### src/rtl/ps2kbd_pkg.sv
package ps2kbd_pkg;
  localparam int BYTE_W  = 8;
  localparam int FRAME_W = BYTE_W + 3;
  localparam logic [BYTE_W-1:0] CODE_BREAK = 8'hF0;
  localparam logic [BYTE_W-1:0] CODE_EXT   = 8'hE0;

  typedef struct packed {
    logic sample;   // take the current data bit
    logic finish;   // the bit taken now completes a frame
  } ctlStrobes_t;
endpackage

### src/rtl/ps2kbd_sync.sv
module ps2kbd_sync #(
  parameter int   STAGES    = 2,
  parameter logic RESET_VAL = 1'b1
) (
  input  logic clk,
  input  logic rstN,
  input  logic asyncIn,
  output logic syncOut
);
  logic chain [STAGES];

  for (genvar i = 0; i < STAGES; i++) begin : g_stage
    if (i == 0) begin : g_first
      always_ff @(posedge clk) begin
        if (!rstN) chain[i] <= RESET_VAL;
        else       chain[i] <= asyncIn;
      end
    end else begin : g_next
      always_ff @(posedge clk) begin
        if (!rstN) chain[i] <= RESET_VAL;
        else       chain[i] <= chain[i-1];
      end
    end
  end

  assign syncOut = chain[STAGES-1];
endmodule

### src/rtl/ps2kbd_control.sv
module ps2kbd_control
  import ps2kbd_pkg::*;
#(
  parameter int TIMEOUT_CYCLES = 100000
) (
  input  logic        clk,
  input  logic        rstN,
  input  logic        clkFall,
  output ctlStrobes_t strobes
);
  localparam int CNT_W  = $clog2(FRAME_W);
  localparam int IDLE_W = $clog2(TIMEOUT_CYCLES + 1);
  localparam logic [CNT_W-1:0]  LAST_BIT = CNT_W'(FRAME_W - 1);
  localparam logic [IDLE_W-1:0] IDLE_MAX = IDLE_W'(TIMEOUT_CYCLES - 1);

  logic [CNT_W-1:0]  bitCnt;
  logic [IDLE_W-1:0] idleCnt;
  logic              lastBit;
  logic              idleExpired;

  assign lastBit     = (bitCnt == LAST_BIT);
  assign idleExpired = (idleCnt == IDLE_MAX);

  always_comb begin
    strobes.sample = clkFall;
    strobes.finish = clkFall && lastBit;
  end

  always_ff @(posedge clk) begin
    if (!rstN) begin
      bitCnt  <= '0;
      idleCnt <= '0;
    end else if (clkFall) begin
      idleCnt <= '0;
      bitCnt  <= lastBit ? '0 : bitCnt + 1'b1;
    end else if (bitCnt != '0) begin
      if (idleExpired) begin
        bitCnt  <= '0;
        idleCnt <= '0;
      end else begin
        idleCnt <= idleCnt + 1'b1;
      end
    end else begin
      idleCnt <= '0;
    end
  end

  AST_BITCNT_RANGE: assert property (@(posedge clk) disable iff (!rstN)
    bitCnt <= LAST_BIT);
  AST_IDLE_RESTART: assert property (@(posedge clk) disable iff (!rstN)
    (bitCnt != '0 && idleExpired && !clkFall) |=> (bitCnt == '0));
endmodule

### src/rtl/ps2kbd_datapath.sv
module ps2kbd_datapath
  import ps2kbd_pkg::*;
#(
  parameter int SYNC_STAGES = 2
) (
  input  logic              clk,
  input  logic              rstN,
  input  logic              ps2ClkIn,
  input  logic              ps2DataIn,
  input  ctlStrobes_t       strobes,
  output logic              clkFall,
  output logic              evValid,
  output logic [BYTE_W-1:0] evCode,
  output logic              evExtended,
  output logic              evRelease,
  output logic              frameErr
);
  logic clkS, dataS, clkPrev;
  logic [FRAME_W-2:0] shiftReg;
  logic [FRAME_W-1:0] frameVec;
  logic [BYTE_W-1:0]  byteVal;
  logic frameOk;
  logic relPend, extPend;

  ps2kbd_sync #(.STAGES(SYNC_STAGES), .RESET_VAL(1'b1)) clkSync_i (
    .clk(clk), .rstN(rstN), .asyncIn(ps2ClkIn), .syncOut(clkS));
  ps2kbd_sync #(.STAGES(SYNC_STAGES), .RESET_VAL(1'b1)) dataSync_i (
    .clk(clk), .rstN(rstN), .asyncIn(ps2DataIn), .syncOut(dataS));

  always_ff @(posedge clk) begin
    if (!rstN) clkPrev <= 1'b1;
    else       clkPrev <= clkS;
  end
  assign clkFall = clkPrev && !clkS;

  always_ff @(posedge clk) begin
    if (!rstN)               shiftReg <= '1;
    else if (strobes.sample) shiftReg <= {dataS, shiftReg[FRAME_W-2:1]};
  end

  assign frameVec = {dataS, shiftReg};
  assign byteVal  = frameVec[BYTE_W:1];
  assign frameOk  = !frameVec[0] && frameVec[FRAME_W-1] && (^frameVec[FRAME_W-2:1]);

  always_ff @(posedge clk) begin
    if (!rstN) begin
      evValid    <= 1'b0;
      evCode     <= '0;
      evExtended <= 1'b0;
      evRelease  <= 1'b0;
      frameErr   <= 1'b0;
      relPend    <= 1'b0;
      extPend    <= 1'b0;
    end else begin
      evValid  <= 1'b0;
      frameErr <= 1'b0;
      if (strobes.finish) begin
        if (!frameOk) begin
          frameErr <= 1'b1;
          relPend  <= 1'b0;
          extPend  <= 1'b0;
        end else if (byteVal == CODE_BREAK) begin
          relPend <= 1'b1;
        end else if (byteVal == CODE_EXT) begin
          extPend <= 1'b1;
        end else begin
          evValid    <= 1'b1;
          evCode     <= byteVal;
          evExtended <= extPend;
          evRelease  <= relPend;
          relPend    <= 1'b0;
          extPend    <= 1'b0;
        end
      end
    end
  end

  AST_EVT_ONE_CYCLE: assert property (@(posedge clk) disable iff (!rstN)
    evValid |=> !evValid);
  AST_ERR_ONE_CYCLE: assert property (@(posedge clk) disable iff (!rstN)
    frameErr |=> !frameErr);
  AST_EVT_ERR_EXCL: assert property (@(posedge clk) disable iff (!rstN)
    !(evValid && frameErr));
  AST_ERR_CLEARS_PREFIX: assert property (@(posedge clk) disable iff (!rstN)
    frameErr |-> (!relPend && !extPend));
  AST_EVT_CLEARS_PREFIX: assert property (@(posedge clk) disable iff (!rstN)
    evValid |-> (!relPend && !extPend));
endmodule

### src/rtl/ps2kbd_decoder.sv
module ps2kbd_decoder
  import ps2kbd_pkg::*;
#(
  parameter int TIMEOUT_CYCLES = 100000,
  parameter int SYNC_STAGES    = 2
) (
  input  logic       clk,
  input  logic       rstN,
  input  logic       ps2ClkIn,
  input  logic       ps2DataIn,
  output logic       evValid,
  output logic [7:0] evCode,
  output logic       evExtended,
  output logic       evRelease,
  output logic       frameErr
);
  ctlStrobes_t strobes;
  logic        clkFall;

  ps2kbd_datapath #(.SYNC_STAGES(SYNC_STAGES)) datapath_i (
    .clk(clk), .rstN(rstN), .ps2ClkIn(ps2ClkIn), .ps2DataIn(ps2DataIn),
    .strobes(strobes), .clkFall(clkFall), .evValid(evValid), .evCode(evCode),
    .evExtended(evExtended), .evRelease(evRelease), .frameErr(frameErr));

  ps2kbd_control #(.TIMEOUT_CYCLES(TIMEOUT_CYCLES)) control_i (
    .clk(clk), .rstN(rstN), .clkFall(clkFall), .strobes(strobes));
endmodule

### config.mk
export PLATFORM = sky130hd
export DESIGN_NAME = ps2kbd_decoder
export DESIGN_NICKNAME = d
export VERILOG_FILES = /design/src/rtl/ps2kbd_pkg.sv /design/src/rtl/ps2kbd_sync.sv /design/src/rtl/ps2kbd_control.sv /design/src/rtl/ps2kbd_datapath.sv /design/src/rtl/ps2kbd_decoder.sv
export SDC_FILE = /design/constraint.sdc
export NUM_CORES = 1
export LEC_CHECK = 0
export ABC_AREA = 1
export CORE_MARGIN = 2
export CORE_UTILIZATION = 40
export DETAILED_ROUTE_END_ITERATION = 7
export PLACE_DENSITY_LB_ADDON = 0.2
export SETUP_SLACK_MARGIN = 0.02
export SLEW_MARGIN = 20
export SYNTH_ARGS = -nofsm -noshare
export SYNTH_HDL_FRONTEND = slang
export SYNTH_SLANG_ARGS = --single-unit
### constraint.sdc
create_clock -name clk -period 3.05 [get_ports clk]
set_input_delay 0.4575 -clock clk [delete_from_list [all_inputs] [get_ports clk]]
set_output_delay 0.4575 -clock clk [all_outputs]
set_load 0.01 [all_outputs]
[Yosys cells after proc, flatten, opt, wreduce, memory -nomap -nowiden]
Memory sizes are Yosys's and may differ from the RTL's.
Index checks and enable logic that the tools add are counted.
Storage, ports and cells
  flip-flop bits (word level): 46
  RAM bits: 4
  bits of input ports: 4
  logic and storage cells: 66
  memories kept: 2
Operators by class
  $add $sub $neg: 2
  equality and inequality tests: 6
  multiplexer cells: 18
  bitwise operators: 10
  reductions and logical operators: 17
Memory list
  datapath_i.clkSync_i.chain: depth 2, width 1, read ports 2, clocked after memory_dff 0, write ports 2, line ps2kbd_sync.sv:10  | logic chain [STAGES];
  datapath_i.dataSync_i.chain: depth 2, width 1, read ports 2, clocked after memory_dff 0, write ports 2, line ps2kbd_sync.sv:10
Operators with widths (number)
  $add A17 B1 Y17 const B: 1
  $eq A17 B17 Y1 const B: 1
  $eq A8 B8 Y1 const B: 2
  $mux W4: 4
  $mux W1: 14
  $reduce_xor A9 Y1: 1
  $reduce_and A2 Y1: 4
  $reduce_or A4 Y1: 2
  $not A1 Y1: 6
  $add A4 B1 Y4 const B: 1
  $eq A4 B4 Y1 const B: 1
  $logic_and A1 B1 Y1: 4
  $or A1 B1 Y1: 4
  $reduce_and A4 Y1: 1
  $reduce_bool A2 Y1: 2
  $reduce_bool A4 Y1: 1
  $ne A3 B3 Y1 const B: 1
  $logic_not A1 Y1: 2
  $ne A2 B2 Y1 const B: 1

[Logic depth before layout (Yosys ltp)]
  depth in word-level cells: 5
  mapped depth: 12

[Cells and area by module]
Synthesis repeated with hierarchy kept, for this count alone.
Second synthesis, totals
  cell total of the unflattened synthesis: 339
  area total of the unflattened synthesis: 2453.6 sq um
By module, submodules not included
  ps2kbd_datapath: instances 1, cells an instance 176, area an instance 1226.2 sq um
  ps2kbd_control: instances 1, cells an instance 151, area an instance 1117.3 sq um
  ps2kbd_sync: instances 2, cells an instance 6, area an instance 55.1 sq um

[Worst setup path after synthesis]
OpenSTA, ideal clock, no wires.
  path type: reg2reg
  start point: register datapath_i.shiftReg[5]
  end point: register datapath_i.evCode[0]
  setup time: 0.113 ns
  arrival time: 1.492 ns
  data required time: 2.937 ns
  path slack: 1.445 ns
  stages on the path, launching flop included: 12
  buffers on the path: 1
  clock period less this slack: 1.605 ns
  cell sequence: dfxtp_1 > inv_1 > ha_1 > nand2_1 > inv_1 > nor2_1 > nand3_1 > nand2_2 > nand4_2 > buf_2 > nor2_1 > nor2_1
Between the ends
  word-level cells in the longest chain between the ends: 3
RTL lines
  start, declared: line ps2kbd_datapath.sv:19  | logic [FRAME_W-2:0] shiftReg;
  start signal, assigned: line ps2kbd_datapath.sv:38  | else if (strobes.sample) shiftReg <= {dataS, shiftReg[FRAME_W-2:1]};
  $eq A8 B8 Y1, or another cell as far along: line ps2kbd_datapath.sv:62  | end else if (byteVal == CODE_BREAK) begin
  $not A1 Y1 (no source line) or $logic_and A1 B1 Y1 (tied branches)
  $reduce_and A4 Y1 (no source line) *
  end signal, assigned: line ps2kbd_datapath.sv:68  | evCode <= byteVal;
  end, declared: line ps2kbd_datapath.sv:13  | output logic [BYTE_W-1:0] evCode,
Every way passes the cells marked *; elsewhere a longest branch is shown, timed or not.
A chain may end at the register's enable or synchronous reset.

[Worst setup path in the final report]
  start point: register datapath_i.shiftReg[5]
  end point: register datapath_i.evRelease
Between the ends
  word-level cells in the longest chain between the ends: 3
RTL lines
  $eq A8 B8 Y1, or another cell as far along: line ps2kbd_datapath.sv:62
  $not A1 Y1 (no source line) or $logic_and A1 B1 Y1 (tied branches)
  $reduce_and A4 Y1 (no source line) *
  end signal, assigned: line ps2kbd_datapath.sv:70  | evRelease <= relPend;
  end, declared: line ps2kbd_datapath.sv:15  | output logic evRelease,
Marks and branches as above.

==> impl_metrics.prom <==
# TYPE chip_impl_metric gauge
chip_impl_metric{name="final.setup.tns",unit="ps"} 0
chip_impl_metric{name="multi_input_comb_area",unit="um2"} 1125
chip_impl_metric{name="post-cts-setup-buffers",unit=""} 0
chip_impl_metric{name="finish.utilization",unit="%"} 47.23
chip_impl_metric{name="design.die.area",unit="um2"} 6454
chip_impl_metric{name="finalWorstPathRequiredPeriod",unit="ps"} 2067
chip_impl_info{name="cts-root-buf",value="sky130_fd_sc_hd__clkbuf_8"} 1
chip_impl_info{name="critical_path_class",value="flip-flop to flip-flop"} 1
chip_impl_metric{name="relSlewSlack",unit="%"} 65.96
chip_impl_metric{name="pwr-share-clk",unit="%"} 36.2
chip_impl_metric{name="synth-warning-count",unit=""} 0
chip_impl_metric{name="grt_pass1_vias",unit=""} 1707
chip_impl_metric{name="layout-area-overhead-vs-synth",unit="%"} 12.94
chip_impl_metric{name="remaining_drc_errors",unit=""} 0
chip_impl_info{name="worst_path_most_repeated_cell",value="sky130_fd_sc_hd__nor2_1"} 1
chip_impl_metric{name="reg2reg_depth",unit=""} 10
chip_impl_metric{name="worstMarginPinSlew",unit="ps"} 509.3
chip_impl_metric{name="antenna_diode_count",unit=""} 0
chip_impl_metric{name="synthesis.nets",unit=""} 322
chip_impl_metric{name="finalPower",unit="uW"} 1175
chip_impl_metric{name="max-clock-path-buffers",unit=""} 2
chip_impl_metric{name="setup-violations-final",unit=""} 0
chip_impl_metric{name="worst_hold_slack",unit="ps"} 418.3
chip_impl_metric{name="gr-total-overflow",unit=""} 0
chip_impl_metric{name="post_cts_resized",unit=""} 0
chip_impl_metric{name="holdBufCountCts",unit=""} 0
chip_impl_metric{name="path_clk_slew",unit="ps"} 90
chip_impl_metric{name="grt_first_pass_wirelength",unit="um"} 7383
chip_impl_metric{name="timing.critical_path.slowest_cell_delay",unit="ps"} 400
chip_impl_info{name="tritoncts",value="yes"} 1
chip_impl_info{name="worst_hold_path.endpoint",value="datapath_i.clkSync_i.chain[1]$_SDFF_PN1_"} 1
chip_impl_metric{name="power_frac_seq",unit="%"} 57.1
chip_impl_metric{name="cp_num_buf_inv",unit=""} 2
chip_impl_metric{name="synth_seq_area_share",unit="%"} 42.94
chip_impl_metric{name="detail_route.vias_per_cell",unit=""} 4.698
chip_impl_metric{name="vdd_drop_max",unit="mV"} 0.2119
chip_impl_metric{name="clock_skew",unit="ps"} 11.28
chip_impl_metric{name="grt_start_max_net_pins",unit=""} 24
chip_impl_info{name="unrepaired_setup_endpoints_after_global_routing",value="no"} 1
chip_impl_metric{name="gr-usage-all-layers",unit="%"} 14.42
chip_impl_metric{name="synth.distinct_cells",unit=""} 31
chip_impl_metric{name="critPathMaxFanout",unit=""} 21
chip_impl_info{name="hold_path.startpoint",value="datapath_i.clkSync_i.chain[0]$_SDFF_PN1_"} 1
chip_impl_metric{name="grt_antenna_before_repair",unit=""} 0
chip_impl_metric{name="drt-wirelength-per-cell",unit="um"} 10.32
chip_impl_info{name="timing.critical_path.from_type",value="flip-flop"} 1
chip_impl_info{name="critical-path-slowest-cell",value="sky130_fd_sc_hd__nand4_2"} 1
chip_impl_metric{name="ff_latch_area",unit="um2"} 1001
chip_impl_metric{name="die_h",unit="um"} 80.34
chip_impl_metric{name="power.share.combinational",unit="%"} 6.7
chip_impl_metric{name="place.gp.congestion",unit=""} 0.8338
chip_impl_metric{name="reg2reg_setup_slack",unit="ps"} 980
chip_impl_metric{name="starting_density_of_the_core",unit="%"} 41.82
chip_impl_metric{name="final_net_count",unit=""} 337
chip_impl_info{name="min_path_type",value="flip-flop to flip-flop"} 1
chip_impl_metric{name="max-cap-violations",unit=""} 0
chip_impl_metric{name="cts.htree.levels",unit=""} 2
chip_impl_info{name="cp_top_family",value="simple AND/OR/NAND/NOR gates"} 1
chip_impl_metric{name="period_share",unit="%"} 67.78
chip_impl_info{name="regToRegEndpoint",value="datapath_i.evRelease$_SDFFE_PN0P_"} 1
chip_impl_metric{name="detail_route.first_pass.iterations",unit=""} 4
chip_impl_metric{name="mappedNetlistArea",unit="um2"} 2331
chip_impl_metric{name="portBuffers",unit=""} 15
chip_impl_metric{name="total_leakage_power",unit="uW"} 0.001144
chip_impl_metric{name="p_int",unit="uW"} 900.3
chip_impl_metric{name="worstPathRequired",unit="ps"} 3260
chip_impl_metric{name="floorplan.rows",unit=""} 27
chip_impl_metric{name="nFillCells",unit=""} 583
chip_impl_metric{name="tritoncts_num_sinks",unit=""} 50
chip_impl_metric{name="report.final.hold_viol_count",unit=""} 0
chip_impl_metric{name="design.portCount",unit=""} 16
chip_impl_metric{name="1st_iter_drt_viols",unit=""} 102
chip_impl_metric{name="synth.ff_latch_count",unit=""} 50
chip_impl_info{name="regToRegStartpoint",value="datapath_i.shiftReg[5]$_SDFFE_PN1P_"} 1
chip_impl_metric{name="layout-drive-gt1-share",unit="%"} 10.15
chip_impl_metric{name="cts-buffers-inserted",unit=""} 5
chip_impl_metric{name="dpl.hpwl",unit="um"} 2956
chip_impl_metric{name="antenna_violating_nets_post_route",unit=""} 0
chip_impl_info{name="layout.cells.most_common_list",value="sky130_fd_sc_hd__nand2_1, sky130_fd_sc_hd__dfxtp_1, sky130_fd_sc_hd__nor2_1, sky130_fd_sc_hd__inv_1, sky130_fd_sc_hd__nand3_1"} 1
chip_impl_metric{name="worst_hold_path.num_cells",unit=""} 1
chip_impl_metric{name="crit_arrival",unit="ps"} 2270
chip_impl_metric{name="finalMaxSlewViolations",unit=""} 0
chip_impl_metric{name="clk_latency",unit="ps"} 300
chip_impl_metric{name="die_w",unit="um"} 80.34
chip_impl_metric{name="dr_total_vias",unit=""} 1865
chip_impl_metric{name="p_sw",unit="uW"} 274.7
chip_impl_metric{name="postRouteWirelength",unit="um"} 4097
chip_impl_metric{name="core_region_area",unit="um2"} 5574
chip_impl_info{name="final_common_cell",value="sky130_fd_sc_hd__nand2_1"} 1
chip_impl_metric{name="switching_share",unit="%"} 23.38
chip_impl_metric{name="postSynthCellCount",unit=""} 309
chip_impl_metric{name="power_per_cell_area",unit="nW/um2"} 446.3
chip_impl_metric{name="fmax",unit="MHz"} 483.7
chip_impl_info{name="critical_path.cell_chain",value="inv_1 -> ha_1 -> nand2_1 -> inv_1 -> nor2_1 -> nand3_1 -> nand2_2 -> nand4_2 -> nor2_1 -> nor2_1"} 1
chip_impl_metric{name="postSynthAreaPerCell",unit="um2"} 7.544
chip_impl_info{name="run_status",value="complete, no violations"} 1
chip_impl_info{name="cp-end-kind",value="flip-flop"} 1
-- power groups by stage --
| stage | clock (uW) | combinational [uW] | sequential (uW) |
|---|---|---|---|
| 6_report | 425 | 78.6 | 671 |
| 5_1_grt | 467 | 91.2 | 673 |
| 4_1_cts | 443 | 79.3 | 671 |
| 3_5_place_dp | 0 | 78.7 | 687 |
| 3_3_place_gp | 0 | 78.1 | 687 |
| 2_1_floorplan | 0 | 64.5 | 685 |
-- cell families (layout without fill, tap and decap cells) --
logic type / after synthesis / in the layout / share of synthesized area (%)
adder cells (fa/ha/maj): 9 / 9 / 4.831
XOR/XNOR: 9 / 9 / 3.382
buffers and inverters: 49 / 65 / 8.803
AO/OA/AOI/OAI: 24 / 24 / 6.871
AND/OR/NAND/NOR: 168 / 168 / 33.17
flip-flops: 50 / 50 / 42.94
-- area by class of cell --
type                    instances  share of cell area, %
well taps                      72                  3.422
clock buffers                   7                  3.660
repair buffers                 16                  5.989
multi-input cells             210                  42.73
inverters                      41                  5.846
flip-flops and latches         50                  38.02
clock inverters                 1                 0.3327
-- registers in the layout (all words and copies together), names as in the netlist --
register / count
datapath_i.frameErr: 1
datapath_i.shiftReg: 10
datapath_i.relPend: 1
control_i.bitCnt: 4
datapath_i.evExtended: 1
control_i.idleCnt: 17
datapath_i.evRelease: 1
datapath_i.evValid: 1
datapath_i.clkPrev: 1
datapath_i.clkSync_i.chain: 2
datapath_i.extPend: 1
datapath_i.dataSync_i.chain: 2
datapath_i.evCode: 8
-- layer usage --
layer  wire, um  track usage (%)  vias to the layer above
met3        123            4.045                        6
met4         50            4.068                        0
met2       1646            22.33                       20
met5          0                0                        -
met1       2277            19.60                      829
li1           -                -                     1010
-- synthesized netlist by cell type (all sizes together) --
cell    number  share of area [%]
nor4         2               0.54
clkbuf       3               0.48
o21a         1               0.32
nand3       25                6.3
xor2         6                2.3
o21ai        1               0.21
buf          5                1.7
nand4        7                2.1
ha           9                4.8
xnor2        3                1.1
dfxtp       50                 43
o211ai       8                2.6
inv         41                6.6
or2          6                1.6
o31ai        1               0.32
nand2       72                 12
nor2        50                9.2
nand3b       1               0.32
a21oi       13                3.4
nor3         5                1.1
-- worst max-delay path by stage --
stage                                                   start                                 end  depth (start not counted)
after floorplan           datapath_i.shiftReg[5]$_SDFFE_PN1P_   datapath_i.evCode[0]$_SDFFE_PN0P_                         11
after global placement    datapath_i.shiftReg[5]$_SDFFE_PN1P_   datapath_i.evCode[4]$_SDFFE_PN0P_                         10
after detailed placement  datapath_i.shiftReg[5]$_SDFFE_PN1P_   datapath_i.evRelease$_SDFFE_PN0P_                         10
after CTS                 datapath_i.shiftReg[5]$_SDFFE_PN1P_   datapath_i.evRelease$_SDFFE_PN0P_                         10
after global routing      datapath_i.shiftReg[5]$_SDFFE_PN1P_  datapath_i.evExtended$_SDFFE_PN0P_                         10
final                     datapath_i.shiftReg[5]$_SDFFE_PN1P_   datapath_i.evRelease$_SDFFE_PN0P_                         10
-- per-stage QoR --
stage / worst slack [ps] / cells / cell area [um2]
after floorplan: 1445 / 309 / 2331
after global placement: 1043 / 389 / 2527
after detailed placement: 967.8 / 389 / 2527
after CTS: 944.2 / 397 / 2633
after global routing: 684.3 / 397 / 2633
final: 982.6 / 397 / 2633
Power figures use the tool's default switching activity.
